--- src/rtl/dscdma_pkg.sv ---
package dscdma_pkg;
  localparam int CTL_CNT_W  = 16;
  localparam int DESC_WORDS = 4;

  typedef enum logic [1:0] {
    MD_IDLE  = 2'b00,
    MD_BASIC = 2'b01,
    MD_CHAIN = 2'b10,
    MD_RSVD  = 2'b11
  } run_mode_e;

  typedef enum logic [2:0] {
    ST_IDLE, ST_FETCH, ST_CHECK, ST_WAIT, ST_READ, ST_WRITE
  } eng_state_e;

  typedef struct packed {
    run_mode_e              mode;
    logic                   single;
    logic [2:0]             bexp;
    logic [CTL_CNT_W-1:0]   cnt_m1;
  } ctl_fields_t;
endpackage

--- src/rtl/dscdma_ctl_decode.sv ---
module dscdma_ctl_decode
  import dscdma_pkg::*;
#(
  parameter int UNIT_W = 17
) (
  input  logic [31:0]       ctl_word,
  output ctl_fields_t       fld,
  output logic              active,
  output logic [UNIT_W-1:0] unit
);
  logic unused_ctl_bits;
  assign unused_ctl_bits = ^{ctl_word[15:7], ctl_word[3]};

  always_comb begin
    fld.mode   = run_mode_e'(ctl_word[1:0]);
    fld.single = ctl_word[2];
    fld.bexp   = ctl_word[6:4];
    fld.cnt_m1 = ctl_word[31:16];
    active     = (fld.mode == MD_BASIC) || (fld.mode == MD_CHAIN);
    unit       = fld.single ? UNIT_W'(1) : (UNIT_W'(1) << fld.bexp);
  end
endmodule

--- src/rtl/dscdma_datapath.sv ---
module dscdma_datapath #(
  parameter int AW    = 32,
  parameter int STEP  = 4,
  parameter int CNT_W = 17
) (
  input  logic             clk,
  input  logic             rst_n,
  input  logic             load,
  input  logic [AW-1:0]    ld_src,
  input  logic [AW-1:0]    ld_dst,
  input  logic [CNT_W-1:0] ld_total,
  input  logic             chunk_go,
  input  logic [CNT_W-1:0] unit,
  input  logic             item_done,
  output logic [AW-1:0]    src,
  output logic [AW-1:0]    dst,
  output logic             last_item,
  output logic             last_in_chunk
);
  logic [AW-1:0]    src_q, dst_q;
  logic [CNT_W-1:0] remain_q, burst_q;

  always_ff @(posedge clk) begin
    if (!rst_n) begin
      src_q    <= '0;
      dst_q    <= '0;
      remain_q <= '0;
      burst_q  <= '0;
    end else if (load) begin
      src_q    <= ld_src;
      dst_q    <= ld_dst;
      remain_q <= ld_total;
      burst_q  <= '0;
    end else if (chunk_go) begin
      burst_q  <= (unit < remain_q) ? unit : remain_q;
    end else if (item_done) begin
      src_q    <= src_q + AW'(STEP);
      dst_q    <= dst_q + AW'(STEP);
      remain_q <= remain_q - 1'b1;
      burst_q  <= burst_q - 1'b1;
    end
  end

  assign src           = src_q;
  assign dst           = dst_q;
  assign last_item     = (remain_q == CNT_W'(1));
  assign last_in_chunk = (burst_q == CNT_W'(1));

  p_chunk_fits_r6: assert property (@(posedge clk) disable iff (!rst_n)
    burst_q <= remain_q);
  p_item_legal_r4: assert property (@(posedge clk) disable iff (!rst_n)
    item_done |-> (remain_q != '0) && (burst_q != '0));
endmodule

--- src/rtl/dscdma_engine.sv ---
module dscdma_engine
  import dscdma_pkg::*;
#(
  parameter int          AW         = 32,
  parameter int          DW         = 32,
  parameter int          IDXW       = 4,
  parameter logic [31:0] TABLE_BASE = 32'h0000_0000
) (
  input  logic            clk,
  input  logic            rst_n,
  input  logic            start,
  input  logic [IDXW-1:0] start_idx,
  input  logic            sw_req,
  input  logic            per_req,
  output logic            m_valid,
  input  logic            m_ready,
  output logic            m_write,
  output logic [AW-1:0]   m_addr,
  output logic [DW-1:0]   m_wdata,
  input  logic [DW-1:0]   m_rdata,
  output logic            busy,
  output logic            done
);
  localparam int STEP     = DW / 8;
  localparam int CNT_W    = CTL_CNT_W + 1;
  localparam int ENTRY_SH = $clog2(DESC_WORDS * 4);
  localparam logic [AW-1:0] BASE = AW'(TABLE_BASE);

  eng_state_e   st_q;
  logic [1:0]   widx_q;
  logic [AW-1:0] desc_q;
  logic [31:0]  w_ctl_q;
  logic [AW-1:0] w_src_q, w_dst_q, w_nxt_q;
  logic [DW-1:0] hold_q;
  logic         done_q;

  ctl_fields_t      fld;
  logic             active;
  logic [CNT_W-1:0] unit;
  logic             req, load, chunk_go, item_done, last_item, last_in_chunk;
  logic [AW-1:0]    src, dst;

  dscdma_ctl_decode #(.UNIT_W(CNT_W)) u_dec (
    .ctl_word(w_ctl_q), .fld(fld), .active(active), .unit(unit)
  );

  assign req       = sw_req | per_req;
  assign load      = (st_q == ST_CHECK) && active;
  assign chunk_go  = (st_q == ST_WAIT) && req;
  assign item_done = (st_q == ST_WRITE) && m_ready;

  dscdma_datapath #(.AW(AW), .STEP(STEP), .CNT_W(CNT_W)) u_dp (
    .clk(clk), .rst_n(rst_n),
    .load(load), .ld_src(w_src_q), .ld_dst(w_dst_q),
    .ld_total(CNT_W'(fld.cnt_m1) + CNT_W'(1)),
    .chunk_go(chunk_go), .unit(unit), .item_done(item_done),
    .src(src), .dst(dst), .last_item(last_item), .last_in_chunk(last_in_chunk)
  );

  always_ff @(posedge clk) begin
    if (!rst_n) begin
      st_q    <= ST_IDLE;
      widx_q  <= '0;
      desc_q  <= '0;
      w_ctl_q <= '0;
      w_src_q <= '0;
      w_dst_q <= '0;
      w_nxt_q <= '0;
      hold_q  <= '0;
      done_q  <= 1'b0;
    end else begin
      done_q <= 1'b0;
      case (st_q)
        ST_IDLE: if (start) begin
          desc_q <= BASE + (AW'(start_idx) << ENTRY_SH);
          widx_q <= '0;
          st_q   <= ST_FETCH;
        end
        ST_FETCH: if (m_ready) begin
          case (widx_q)
            2'd0:    w_ctl_q <= m_rdata[31:0];
            2'd1:    w_src_q <= AW'(m_rdata);
            2'd2:    w_dst_q <= AW'(m_rdata);
            default: w_nxt_q <= AW'(m_rdata);
          endcase
          widx_q <= widx_q + 2'd1;
          if (widx_q == 2'd3) st_q <= ST_CHECK;
        end
        ST_CHECK: begin
          if (active) st_q <= ST_WAIT;
          else begin
            done_q <= 1'b1;
            st_q   <= ST_IDLE;
          end
        end
        ST_WAIT: if (req) st_q <= ST_READ;
        ST_READ: if (m_ready) begin
          hold_q <= m_rdata;
          st_q   <= ST_WRITE;
        end
        ST_WRITE: if (m_ready) begin
          if (last_item) begin
            if (fld.mode == MD_CHAIN) begin
              desc_q <= BASE + w_nxt_q;
              widx_q <= '0;
              st_q   <= ST_FETCH;
            end else begin
              done_q <= 1'b1;
              st_q   <= ST_IDLE;
            end
          end else if (last_in_chunk) st_q <= ST_WAIT;
          else st_q <= ST_READ;
        end
        default: st_q <= ST_IDLE;
      endcase
    end
  end

  always_comb begin
    m_valid = (st_q == ST_FETCH) || (st_q == ST_READ) || (st_q == ST_WRITE);
    m_write = (st_q == ST_WRITE);
    m_wdata = hold_q;
    case (st_q)
      ST_FETCH: m_addr = desc_q + AW'({widx_q, 2'b00});
      ST_READ:  m_addr = src;
      ST_WRITE: m_addr = dst;
      default:  m_addr = '0;
    endcase
  end

  assign busy = (st_q != ST_IDLE);
  assign done = done_q;

  p_hold_r10: assert property (@(posedge clk) disable iff (!rst_n)
    (m_valid && !m_ready) |=> m_valid && $stable(m_addr) && $stable(m_write) && $stable(m_wdata));
  p_done_pulse_r4: assert property (@(posedge clk) disable iff (!rst_n)
    done |=> !done);
  p_done_quiet_r4: assert property (@(posedge clk) disable iff (!rst_n)
    done |-> !busy && !m_valid);
  p_no_req_r7: assert property (@(posedge clk) disable iff (!rst_n)
    (st_q == ST_WAIT && !req) |=> !m_valid);
  p_fetch_read_r2: assert property (@(posedge clk) disable iff (!rst_n)
    (st_q == ST_FETCH) |-> !m_write);
  p_start_ignored_r11: assert property (@(posedge clk) disable iff (!rst_n)
    (start && st_q == ST_WAIT && !req) |=> (st_q == ST_WAIT));
  p_idle_quiet_r1: assert property (@(posedge clk) disable iff (!rst_n)
    !busy |-> !m_valid);
endmodule

--- config.mk ---
export PLATFORM = sky130hd
export DESIGN_NAME = dscdma_engine
export DESIGN_NICKNAME = d
export VERILOG_FILES = /design/src/rtl/dscdma_pkg.sv /design/src/rtl/dscdma_ctl_decode.sv /design/src/rtl/dscdma_datapath.sv /design/src/rtl/dscdma_engine.sv
export SDC_FILE = /design/constraint.sdc
export NUM_CORES = 1
export LEC_CHECK = 0
export ABC_AREA = 1
export CORE_MARGIN = 5
export CORE_UTILIZATION = 30
export DETAILED_ROUTE_END_ITERATION = 8
export HOLD_SLACK_MARGIN = 0.03
export MAX_ROUTING_LAYER = met4
export PLACE_DENSITY_LB_ADDON = 0.3
export SYNTH_ARGS = -nofsm -noshare
export SYNTH_HDL_FRONTEND = slang
export SYNTH_HIERARCHICAL = 1
export SYNTH_SLANG_ARGS = --single-unit
export TNS_END_PERCENT = 30
--- constraint.sdc ---
create_clock -name clk -period 2.4 [get_ports clk]
set_input_delay 0.24 -clock clk [delete_from_list [all_inputs] [get_ports clk]]
set_output_delay 0.24 -clock clk [all_outputs]
set_load 0.02 [all_outputs]
* After elaboration in Yosys (flattened, before gate mapping) *
Index checks and enable logic that the tools add are counted.

cells by class
  muxes and demuxes = 41
  reduce and logical (&&, ||, !) cells = 24
  $add $sub $neg = 7
  bitwise gates (word level) = 3
  equal/unequal tests = 21
  $lt $le $gt $ge = 1
  shift-type cells = 1

operators with widths
  kind                                                   count
  2-to-1 mux 32 bit                                      10
  2-to-1 mux 17 bit                                      7
  one-hot mux 32 bit (3 select lines)                    1
  adder 32 x 3 -> 32 bit (second input constant)         2
  one-hot mux 32 bit (2 select lines)                    1
  equality test 17 x 1 -> 1 bit (second input constant)  2
  subtractor 17 x 1 -> 17 bit (second input constant)    2
  adder 32 x 4 -> 32 bit                                 1
  2-to-1 mux 3 bit                                       8
  one-hot mux 3 bit (6 select lines)                     1
  adder 16 x 1 -> 17 bit (second input constant)         1
  < comparator 17 bit                                    1
  << shifter 1 x 3 -> 17 bit (first input constant)      1
  inequality test 2 bit (second input constant)          7
  2-to-1 mux 2 bit                                       6
  AND reduction 3 bit                                    4
  AND reduction 6 bit                                    2
  equality test 2 bit (second input constant)            3
  equality test 3 x 2 -> 1 bit (second input constant)   2
  equality test 3 bit (second input constant)            2
  one-hot mux 2 bit (3 select lines)                     1
  nonzero test 2 bit                                     3
  nonzero test 3 bit                                     2
  2-to-1 mux 1 bit                                       5
  15 further kinds                                       23

storage, ports and cells
  register bits after elaboration = 296
  input port bits = 42
  output and inout bits = 68

* Depth between registers and ports, before layout *
  depth after elaboration = 5
  depth in mapped cells = 17
  depth with buffers taken out = 16

* Modules after synthesis *
The synthesis kept the hierarchy.

by module, submodules not included
  module             cells an instance  area an instance (µm²)  times used  seq. area each (µm²)
  dscdma_engine      1,338              9,183.8                 1           3,963.8
  dscdma_datapath    1,261              7,440.9                 1           1,961.9
  dscdma_ctl_decode  53                 322.8                   1           0.0

* Worst setup path before layout *
No wires, ideal clock.

  path type = register -> output
  start point = register widx_q[0]
  end point = output m_addr[22]
  buffers on the path = 0
  data required time = 2,160 ps
  cell stages (with the launch flop) = 9
  arrival = 1,918 ps
  slack = 242 ps
  cells stage by stage = dfxtp_1 ha_1 inv_1 fa_1 nor2_1 nand2_1 nor2_1 a21oi_1 o21bai_1

between the ends
  longest elaborated chain between the ends = 2

RTL lines
  item                                 line                  RTL
  start, declared                      dscdma_engine.sv:30   logic [1:0] widx_q;
  start signal, assigned               dscdma_engine.sv:86   widx_q <= widx_q + 2'd1;
  adder 32 x 4 -> 32 bit               dscdma_engine.sv:124  ST_FETCH: m_addr = desc_q + AW'({widx_q, 2'b00});
  one-hot mux 32 bit (3 select lines)  dscdma_engine.sv:123  case (st_q)
  end, declared                        dscdma_engine.sv:18   output logic [AW-1:0] m_addr,

Every way passes these cells.

* Worst setup path after layout *
  start point = register desc_q[2]
  end point = output m_addr[8]

between the ends
  longest elaborated chain between the ends = 2

RTL lines
  item                                 line                  RTL
  start, declared                      dscdma_engine.sv:31   logic [AW-1:0] desc_q;
  start signal, assigned               dscdma_engine.sv:75   desc_q <= BASE + (AW'(start_idx) << ENTRY_SH);
  start signal, assigned               dscdma_engine.sv:104  desc_q <= BASE + w_nxt_q;
  adder 32 x 4 -> 32 bit               dscdma_engine.sv:124
  one-hot mux 32 bit (3 select lines)  dscdma_engine.sv:123

Every way passes these cells.

==> metrics.txt <==
status=complete, but fails checks; failing checks=negative setup slack; RSZ-0062 raised after global routing=yes; Final Wtd Congestion=0.962; yosys warns=6; type of the worst setup path=reg2out; VDD IR max=0.000546 V; Final Hold Fails=0; Period minus WS final=2.65 ns; DP Cell Count=3446; met3 GRT Util=0.0266; worst hold-check path type=in2reg; full die area=0.0601 mm^2; Final nets=2815; WL/cell=17.0 um; largest net degree at the start of global routing=183; hpwl dp=43400 um; 1st-iter DRT viols=1293; Worst Setup Start Kind=flop; clk_lat worst skew=0.53 ns; CP required=2.16 ns; initial antenna violation count=1; synthesized cell area=0.0166 mm^2; Sink Count=286; Die H=245 um; Starting Density=0.302; nature of the critical path endpoint=output pin; cells after synthesis=2608; total of max-cap violations=0; period utilization=1.10; gr ovfl total=0; Slew headroom=0.510; antenna diode count=0; clock buffer count from CTS=34; met2 GRT Util=0.298; CTS max path bufs=3; worst-margin pin slew=0.734 ns; DR DRC count=0; Max Fclk=377 MHz; via/cell ratio=4.86; total power=16.5 mW; Synth-to-Final Area Change=25.2%; setup TNS=-2.75 ns; Post-Layout Cell Count=3514; met1 usage=0.271; via count=17100; post-route ant nets=0; fin. max-slew vios=0; Die Wd=245 um; Rows=86; Reg clk slew, reported paths=0.07 ns; Top Ports=110; Routed WL=59700 um; Clock Tree Root=clkbuf_16; Hold Worst Slack=0.239 ns; global-route wire length before repair=90700 um; gr usage total=0.196; IO Port Bufs=109; TritonCTS clock tree=yes; DRT Pass-1 Iters=6; Core Region=0.0550 mm^2; share of cells above drive strength 1=0.141; Lkg Pwr=8.31 nW; clk_skew=0.0199 ns; grt peak-use layer=met2; count of hold-fix buffers inserted at cts=0; CP arrival=2.41 ns; vias in the first global route=15400; final setup margin=-0.251 ns; Pwr Density=794 mW/mm^2; Setup violations, final=20; Avg Cell Area, Syn=6.36 um^2; H-tree depth=2; crit path max fanout=3
[stage by stage]
step,area (um^2),util,setup slack [ns]
after floorplan,16600,-,0.242
after global placement,19000,0.345,-0.336
after detailed placement,19000,0.345,-0.346
after CTS,20400,0.372,-0.279
after global routing,20800,0.378,-0.333
final,20800,0.378,-0.251
[report_power, final]
group	internal, mW	switching [mW]
Clock	3.32	2.18
Sequential	5.26	0.481
Combinational	2.08	3.19
[layer usage]
metal	share of wire	vias up	wire length, um
met5	0	-	0
met4	0.027	0	1620
met3	0.057	91	3420
met2	0.44	481	26500
met1	0.47	7857	28100
li1	-	8659	-
[worst paths after layout]
path	from	to	slack, ns	depth (start not counted)
worst max-delay path	desc_q[2]$_SDFFE_PN0P_	m_addr[8]	-0.25	11
worst max register to register	widx_q[1]$_SDFFE_PN0P_	u_dp/src[11]$_SDFFE_PN0P_	0.12	15
worst min-delay path	rst_n	u_dp/burst_q[0]$_SDFFE_PP0P_	0.24	5
worst min register to register	w_nxt_q[7]$_SDFFE_PN0P_	w_nxt_q[7]$_SDFFE_PN0P_	0.45	2
[cell usage in the layout (no fill, tap or decap), types with 10 or more instances in the layout]
cell type / instances
xor2_1: 19
inv_2: 20
nor2_1: 541
dfxtp_2: 10
nand3_2: 19
nand4_1: 16
a22o_1: 17
inv_1: 214
nand3b_1: 10
dfxtp_1: 275
a21oi_1: 152
nor2_2: 14
nor3_1: 24
nand2_2: 25
buf_12: 18
ha_1: 28
clkbuf_16: 35
o211ai_1: 18
nor2_4: 14
clkdlybuf4s50_1: 75
o21ai_0: 209
buf_6: 36
nand3_4: 14
nand2_1: 517
buf_4: 113
nand3_1: 185
[critical path, stage by stage (launching register included)]
cell and delay (ns):
dfxtp_2 0.35, ha_4 0.14, inv_2 0.03, fa_2 0.38, buf_6 0.14, buf_6 0.12
inv_4 0.06, nand2_2 0.06, inv_2 0.09, nor2_1 0.04, o211ai_1 0.26, buf_4 0.21
[state kept, by name, indices dropped and copies added (netlist names), 2 cells and up]
register / cells
widx_q: 2
u_dp/src: 32
st_q: 3
w_ctl_q: 22
w_nxt_q: 32
u_dp/dst: 32
w_src_q: 32
u_dp/burst_q: 17
u_dp/remain_q: 17
desc_q: 32
m_wdata: 32
w_dst_q: 32
[repair_timing]
item                                    in CTS  in global routing
endpoints found under the setup margin      50                118
pin swaps                                   22                 35
cloned                                       0                  0
buffers inserted                             3                  8
resized for setup                          215                 88
[cell type report]
type,count,area (um^2)
Sequential cell,286,5740
Fill cell,6022,34200
Tap cell,748,936
Timing Repair Buffer,246,2400
Clock inverter,16,194
Multi-Input combinational cell,1934,9610
Clock buffer,44,980
Inverter,240,918
Power figures use the tool's default switching activity.
